===== src/rtl/i2c_bit_pkg.sv =====
package i2c_bit_pkg;

  typedef enum logic [1:0] {
    PH_IDLE = 2'd0,
    PH_LOW  = 2'd1,
    PH_HIGH = 2'd2
  } phase_e;

  // Rounds a nanosecond interval up to whole system clock cycles.
  function automatic int ns_to_cycles(longint clk_hz, longint ns);
    return int'((clk_hz * ns + 64'd999_999_999) / 64'd1_000_000_000);
  endfunction

endpackage


===== src/rtl/i2c_phase_timer.sv =====
module i2c_phase_timer #(
  parameter int W = 10
) (
  input  logic         clk,
  input  logic         rst_n,
  input  logic         en,
  input  logic         restart,
  output logic [W-1:0] count
);
  always_ff @(posedge clk or negedge rst_n) begin
    if (!rst_n)       count <= '0;
    else if (restart) count <= '0;
    else if (en)      count <= count + 1'b1;
  end
endmodule


===== src/rtl/i2c_sda_path.sv =====
module i2c_sda_path (
  input  logic clk,
  input  logic rst_n,
  input  logic load,
  input  logic pull_low,
  input  logic sample,
  input  logic sda_i,
  output logic sda_oe,
  output logic ack_rx
);
  // Drive register: changes only on the timed load strobe.
  always_ff @(posedge clk or negedge rst_n) begin
    if (!rst_n)    sda_oe <= 1'b0;
    else if (load) sda_oe <= pull_low;
  end

  // Read-back register: captures the bus only in an acknowledge slot.
  always_ff @(posedge clk or negedge rst_n) begin
    if (!rst_n)      ack_rx <= 1'b0;
    else if (sample) ack_rx <= sda_i;
  end
endmodule


===== src/rtl/i2c_bit_serializer.sv =====
module i2c_bit_serializer
  import i2c_bit_pkg::*;
#(
  parameter int CLK_HZ   = 100_000_000,
  parameter int SCL_HZ   = 100_000,
  parameter int HOLD_NS  = 300,
  parameter int SETUP_NS = 250
) (
  input  logic clk,
  input  logic rst_n,
  input  logic bit_valid,
  output logic bit_ready,
  input  logic bit_data,
  input  logic bit_is_ack,
  output logic scl_oe,
  output logic sda_oe,
  input  logic sda_i,
  output logic done,
  output logic ack_rx
);
  localparam int PERIOD_CYC = CLK_HZ / SCL_HZ;
  localparam int HIGH_CYC   = PERIOD_CYC / 2;
  localparam int LOW_CYC    = PERIOD_CYC - HIGH_CYC;
  localparam int HOLD_CYC   = ns_to_cycles(CLK_HZ, HOLD_NS);
  localparam int SETUP_CYC  = ns_to_cycles(CLK_HZ, SETUP_NS);
  localparam int SAMPLE_CYC = HIGH_CYC / 2;
  localparam int CW = $clog2((LOW_CYC > HIGH_CYC ? LOW_CYC : HIGH_CYC) + 1);

  localparam logic [CW-1:0] LOW_LAST  = CW'(LOW_CYC - 1);
  localparam logic [CW-1:0] HIGH_LAST = CW'(HIGH_CYC - 1);
  localparam logic [CW-1:0] HOLD_AT   = CW'(HOLD_CYC - 1);
  localparam logic [CW-1:0] SAMPLE_AT = CW'(SAMPLE_CYC - 1);

  // Elaboration-time timing checks
  if (HOLD_CYC + SETUP_CYC > LOW_CYC) begin : g_low_too_short
    $error("low phase cannot hold both the hold and setup intervals");
  end
  if (HOLD_CYC < 1) begin : g_hold_zero
    $error("hold interval must be at least one cycle");
  end
  if (HIGH_CYC < 2) begin : g_high_too_short
    $error("high phase must be at least two cycles");
  end

  phase_e        phase_q;
  logic          scl_q, done_q, bit_q, ack_q;
  logic [CW-1:0] cnt;
  logic          accept, low_end, high_end;

  assign accept   = (phase_q == PH_IDLE) && bit_valid;
  assign low_end  = (phase_q == PH_LOW)  && (cnt == LOW_LAST);
  assign high_end = (phase_q == PH_HIGH) && (cnt == HIGH_LAST);

  i2c_phase_timer #(.W(CW)) u_timer (
    .clk     (clk),
    .rst_n   (rst_n),
    .en      (phase_q != PH_IDLE),
    .restart (accept || low_end),
    .count   (cnt)
  );

  always_ff @(posedge clk or negedge rst_n) begin
    if (!rst_n) begin
      phase_q <= PH_IDLE;
      scl_q   <= 1'b0;
      done_q  <= 1'b0;
      bit_q   <= 1'b0;
      ack_q   <= 1'b0;
    end else begin
      done_q <= 1'b0;
      unique case (phase_q)
        PH_IDLE: if (accept) begin
          phase_q <= PH_LOW;
          scl_q   <= 1'b1;
          bit_q   <= bit_data;
          ack_q   <= bit_is_ack;
        end
        PH_LOW: if (low_end) begin
          phase_q <= PH_HIGH;
          scl_q   <= 1'b0;
        end
        PH_HIGH: if (high_end) begin
          phase_q <= PH_IDLE;
          scl_q   <= 1'b1;
          done_q  <= 1'b1;
        end
        default: phase_q <= PH_IDLE;
      endcase
    end
  end

  i2c_sda_path u_sda (
    .clk      (clk),
    .rst_n    (rst_n),
    .load     ((phase_q == PH_LOW) && (cnt == HOLD_AT)),
    .pull_low (!ack_q && !bit_q),
    .sample   ((phase_q == PH_HIGH) && (cnt == SAMPLE_AT) && ack_q),
    .sda_i    (sda_i),
    .sda_oe   (sda_oe),
    .ack_rx   (ack_rx)
  );

  assign bit_ready = (phase_q == PH_IDLE);
  assign scl_oe    = scl_q;
  assign done      = done_q;
endmodule


===== config.mk =====
export PLATFORM = sky130hd
export DESIGN_NAME = i2c_bit_serializer
export DESIGN_NICKNAME = d
export VERILOG_FILES = /design/src/rtl/i2c_bit_pkg.sv /design/src/rtl/i2c_phase_timer.sv /design/src/rtl/i2c_sda_path.sv /design/src/rtl/i2c_bit_serializer.sv
export SDC_FILE = /design/constraint.sdc
export NUM_CORES = 1
export LEC_CHECK = 0
export ABC_AREA = 1
export BUFFER_PORTS_ARGS = -buffer_cell sky130_fd_sc_hd__buf_2
export CORE_MARGIN = 2
export CORE_UTILIZATION = 63
export CTS_BUF_LIST = sky130_fd_sc_hd__clkbuf_2 sky130_fd_sc_hd__clkbuf_4 sky130_fd_sc_hd__clkbuf_8
export DETAILED_ROUTE_END_ITERATION = 12
export PLACE_DENSITY = 0.85
export SYNTH_ARGS = -nofsm -noshare
export SYNTH_HDL_FRONTEND = slang
export SYNTH_HIERARCHICAL = 1
export SYNTH_SLANG_ARGS = --single-unit

===== constraint.sdc =====
create_clock -name clk -period 5.1 [get_ports clk]
set_input_delay 0.51 -clock clk [delete_from_list [all_inputs] [get_ports clk]]
set_output_delay 0.51 -clock clk [all_outputs]
set_load 0.02 [all_outputs]

== After elaboration in Yosys (flattened, before gate mapping) ==
Cells that the tools add are included.
Word-level totals
  bits in read-only memories: 0
  latch bits: 0
  memories kept: 0
  register bits after elaboration: 17
  output and inout bits: 5
  logic and storage cells: 46
  bits in writable memories: 0
Operators by class
  equality and inequality tests: 8
  shifts and indexed selects: 0
  div/mod/pow operators: 0
  multipliers: 0
  magnitude comparators: 0
  reduce and logical (&&, ||, !) cells: 17
  add/subtract/negate cells: 1
  bitwise operators: 0
  muxes and demuxes: 12
Operators with widths (number)
  $mux W9: 2
  $add A9 B1 Y9 const B: 1
  $eq A9 B5 Y1 const B: 1
  $eq A9 B8 Y1 const B: 1
  $eq A9 B9 Y1 const B: 1
  $logic_and A1 B1 Y1: 7
  $mux W2: 3
  $pmux W2 S3: 1
  $mux W1: 5
  $ne A2 B2 Y1 const B: 2
  $reduce_and A4 Y1: 1
  $reduce_bool A2 Y1: 2
  $pmux W1 S3: 1
  $reduce_and A3 Y1: 1
  $reduce_bool A3 Y1: 1
  $eq A2 B1 Y1 const B: 1
  $eq A2 B2 Y1 const B: 1
  $logic_not A1 Y1: 2
  $logic_not A2 Y1: 1
  $ne A2 B1 Y1 const B: 1
  $reduce_and A2 Y1: 1
  $logic_or A1 B1 Y1: 1

== Depth between registers and ports, before layout ==
  depth after elaboration: 4
  gate-level depth with buffers: 10

== By module ==
Netlist, hierarchy kept.
Modules (own cells, without submodules)
  i2c_phase_timer: area each 506.7 um^2, cells each 67, times used 1
  i2c_bit_serializer: area each 382.9 um^2, cells each 53, times used 1
  i2c_sda_path: area each 80.1 um^2, cells each 10, times used 1

== Worst setup path before layout ==
OpenSTA, ideal clock, no wires.
  kind: register to register
  start: register u_timer.count[3]
  end: register u_timer.count[5]
  data required time: 4.982 ns
  slack: 3.487 ns
  cell stages (with the launch flop): 9
  data arrival time: 1.495 ns
  period minus slack after synthesis: 1.613 ns
  buffers on the path: 0
  path through: dfrtp_1 -> nor2_1 -> nand3_2 -> o21ai_1 -> nor2_4 -> nor2_4 -> nand3_1 -> o21bai_1 -> nor2_1
Between the ends
  word-level cells in the longest chain between the ends: 4
RTL lines
  start: declaration: RTL line i2c_phase_timer.sv:8  | output logic [W-1:0] count
  start signal: assignment: RTL line i2c_phase_timer.sv:13  | else if (en) count <= count + 1'b1;
  parallel branches: the longest is 4 deep, another holds $add A9 B1 Y9
Parallel ways; which one is timed is not known. The select of a mux whose other input is x is not followed.
A chain may end at the register's enable or synchronous reset.

== Worst setup path in the final report ==
  start: register u_timer.count[5]
  end: register u_timer.count[5]
Same word-level chain as after synthesis.

==> impl_metrics.json <==
{
  "outcome": "finished clean",
  "initial_utilization": 0.659,
  "full_die_area_sq_mm": 0.00187,
  "internal-power_uw": 165,
  "cts.clk_slew.worst_paths_ns": 0.10,
  "post_synth.cell_area_avg_sq_um": 7.46,
  "drt-wirelength-per-cell_microns": 11.6,
  "netlist_instances": 130,
  "final.min_clock_period_ns": 1.90,
  "p_leak_uw": 0.000558,
  "power_density_mw_per_mm2": 200,
  "switching_power_uw": 48.5,
  "drv_slew": 0,
  "post_route_cells_drive_above_1_share": 0.208,
  "grt_overflow_total": 0,
  "place.detailed.hpwl_mm": 1.42,
  "sequential_power_share": 0.630,
  "layout_commonest_cell": "sky130_fd_sc_hd__nand2_1",
  "share_comb_of_total_power": 0.021,
  "yosysUniqueCellTypes": 24,
  "io_buffers": 10,
  "fin_crit_sh": 0.373,
  "areaGrowthSynthToFinish_pct": 10.1,
  "boundaryPins": 11,
  "antenna_cells": 0,
  "setup.worst_path.end_class": "flop",
  "cts_setup_buffers": 0,
  "wire_length_of_the_first_global_routing_pass_mm": 3.31,
  "clk-insertion-delay-late_ns": 0.30,
  "syn_area_sq_um": 970,
  "tightestPinTransition_ns": 0.393,
  "ant_nets": 0,
  "clockBufferDepth": 2,
  "worstHoldPathType": "primary input to asynchronous set/reset pin",
  "timing.critical_path.required_ns": 5.30,
  "worst-path-max-fanout": 5,
  "ys_ff_latch": 17,
  "final.setup.tns_ns": 0,
  "dr_pass1_iterations": 4,
  "synthesis.yosys.warnings": 6,
  "post-place-cells": 156,
  "clock-root-buffer": "sky130_fd_sc_hd__clkbuf_4",
  "post_cts_resized": 0,
  "die_h_microns": 43.2,
  "vias": 843,
  "grtUsageTotal": 0.239,
  "final_area_sq_mm": 0.00107,
  "timing.setup.critical_path_class": "flop to flop",
  "hold_viol": 0,
  "placement.cell_area_sq_mm": 0.00104,
  "crit_path_start_kind": "flop",
  "count_of_placed_standard_cells_in_the_final_layout_fillers_left_out": 160,
  "synth_fp_nets": 137,
  "nNetsFinal": 152,
  "die-width_microns": 43.2,
  "max_clock_freq_ghz": 0.526,
  "max-slew-margin-rel": 0.736,
  "pwr-share-clk": 0.349,
  "final.setup.worst_slack_ns": 3.20,
  "setup_viol": 0,
  "fin_total_pwr_uw": 214,
  "via_count_of_the_first_global_routing_pass": 792,
  "cap_violations": 0,
  "cts_inserted_buffers": 3,
  "via_per_inst": 5.27,
  "most-common-layout-cells": "sky130_fd_sc_hd__nand2_1, sky130_fd_sc_hd__inv_1, sky130_fd_sc_hd__nor2_1",
  "core_sq_mm": 0.00147,
  "floorplan.rows": 14,
  "unrepaired_setup_endpoints_after_global_routing": "no",
  "route.detailed.drc": 0,
  "gp_congestion": 0.832,
  "tritoncts": "done",
  "clock_sink_count": 17,
  "irDropWorstVdd_v": 0.000177,
  "fin_skew_ns": 0.00217,
  "synth-seq-area-share": 0.439,
  "grt_start_max_net_pins": 18,
  "quantity_of_hold_fixing_buffers_added_after_cts": 0,
  "power.switching_fraction": 0.227,
  "detailedPlace.worstSlack_ns": 3.25,
  "wirelength_mm": 1.86,
  "initialDrtViolationCount": 26,
  "timing.critical_path.arrival_ns": 2.10,
  "antenna_violations_before_repair": 0,
  "h-tree-depth": 1
}
==> flip-flops by register name, indices dropped and copies added (netlist names) <==
register,flops
u_sda/ack_rx,1
phase_q,2
ack_q,1
u_sda/sda_oe,1
scl_oe,1
u_timer/count,9
done,1
bit_q,1
==> synthesized netlist by cell type <==
master,count,area share
sky130_fd_sc_hd__a31oi_1,1,0.0065
sky130_fd_sc_hd__inv_2,3,0.012
sky130_fd_sc_hd__inv_1,19,0.074
sky130_fd_sc_hd__nor3b_2,1,0.013
sky130_fd_sc_hd__nor3_1,1,0.0052
sky130_fd_sc_hd__nand2_1,37,0.14
sky130_fd_sc_hd__o21ai_1,2,0.010
sky130_fd_sc_hd__nand3_1,8,0.041
sky130_fd_sc_hd__dfrtp_1,17,0.44
sky130_fd_sc_hd__nand2_2,1,0.0065
sky130_fd_sc_hd__nand3_2,1,0.010
sky130_fd_sc_hd__a21oi_1,1,0.0052
sky130_fd_sc_hd__nor2_4,3,0.035
sky130_fd_sc_hd__o21bai_1,1,0.0077
sky130_fd_sc_hd__nand3b_1,1,0.0077
sky130_fd_sc_hd__nor2_2,4,0.026
sky130_fd_sc_hd__a21oi_2,1,0.0090
sky130_fd_sc_hd__ha_1,1,0.013
sky130_fd_sc_hd__nand4_1,4,0.026
sky130_fd_sc_hd__nor4_2,1,0.013
sky130_fd_sc_hd__nor2_1,19,0.074
sky130_fd_sc_hd__xnor2_1,1,0.0090
sky130_fd_sc_hd__nor3_2,1,0.010
sky130_fd_sc_hd__o21ai_0,1,0.0052
==> metrics by stage <==
stage	hold slack [ns]	util
after global placement	0.447	0.707
final	0.113	0.725
after detailed placement	0.452	0.707
after global routing	0.150	0.725
after floorplan	0.214	-
after CTS	0.124	0.725
==> worst max-delay path, stage by stage (launching register included) <==
cell and delay [ns]:
sky130_fd_sc_hd__dfrtp_1 0.43, sky130_fd_sc_hd__nand2_1 0.09, sky130_fd_sc_hd__nor2_2 0.20, sky130_fd_sc_hd__nand3_2 0.14, sky130_fd_sc_hd__o21ai_1 0.36, sky130_fd_sc_hd__nor2_4 0.12, sky130_fd_sc_hd__nor2_4 0.14, sky130_fd_sc_hd__nand3_1 0.11
sky130_fd_sc_hd__o21bai_1 0.15, sky130_fd_sc_hd__nor2_1 0.06
==> final cells by class <==
class | instances | area [sq um]
Clock inverter | 1 | 5.00
Clock buffer | 3 | 22.5
Inverter | 22 | 82.6
Fill cell | 118 | 404
Tap cell | 16 | 20.0
Timing Repair Buffer | 10 | 50.0
Multi-Input combinational cell | 91 | 462
Sequential cell | 17 | 425
==> final timing paths <==
check                                  from                to  slack, ns  cells after the start
max in group asynchronous             rst_n            scl_oe       4.71                      1
max reg2reg                u_timer/count[5]  u_timer/count[5]       3.20                      9
min in group clk                 bit_is_ack             ack_q       0.40                      3
min reg2reg                    u_sda/sda_oe      u_sda/sda_oe       0.49                      2
min                                   rst_n  u_timer/count[4]       0.11                      1
max                        u_timer/count[5]  u_timer/count[5]       3.20                      9
==> power groups by stage <==
| stage | registers, uW | logic (uW) | clock network [uW] |
|---|---|---|---|
| 6_report | 135 | 4.42 | 74.7 |
| 5_1_grt | 135 | 5.11 | 78.7 |
| 4_1_cts | 135 | 4.55 | 75.4 |
| 3_5_place_dp | 137 | 4.56 | 0 |
| 3_3_place_gp | 137 | 4.40 | 0 |
| 2_1_floorplan | 137 | 0.00923 | 0 |
==> logic make-up after synthesis <==
kind of cell | count (synthesis) | synth area share
AO/OA/AOI/OAI | 7 | 0.0439
XOR/XNOR | 1 | 0.00903
AND/OR/NAND/NOR | 82 | 0.410
flip-flops | 17 | 0.439
buffers and inverters | 22 | 0.0852
adder cells (fa/ha/maj) | 1 | 0.0129
==> metal layers <==
metal	GRT usage	vias up	part of all wire
li1	-	431	-
met1	0.321	381	0.46
met2	0.373	24	0.47
met3	0.0298	7	0.038
met4	0.127	0	0.025
met5	0	-	0
Power figures use the tool's default switching activity.
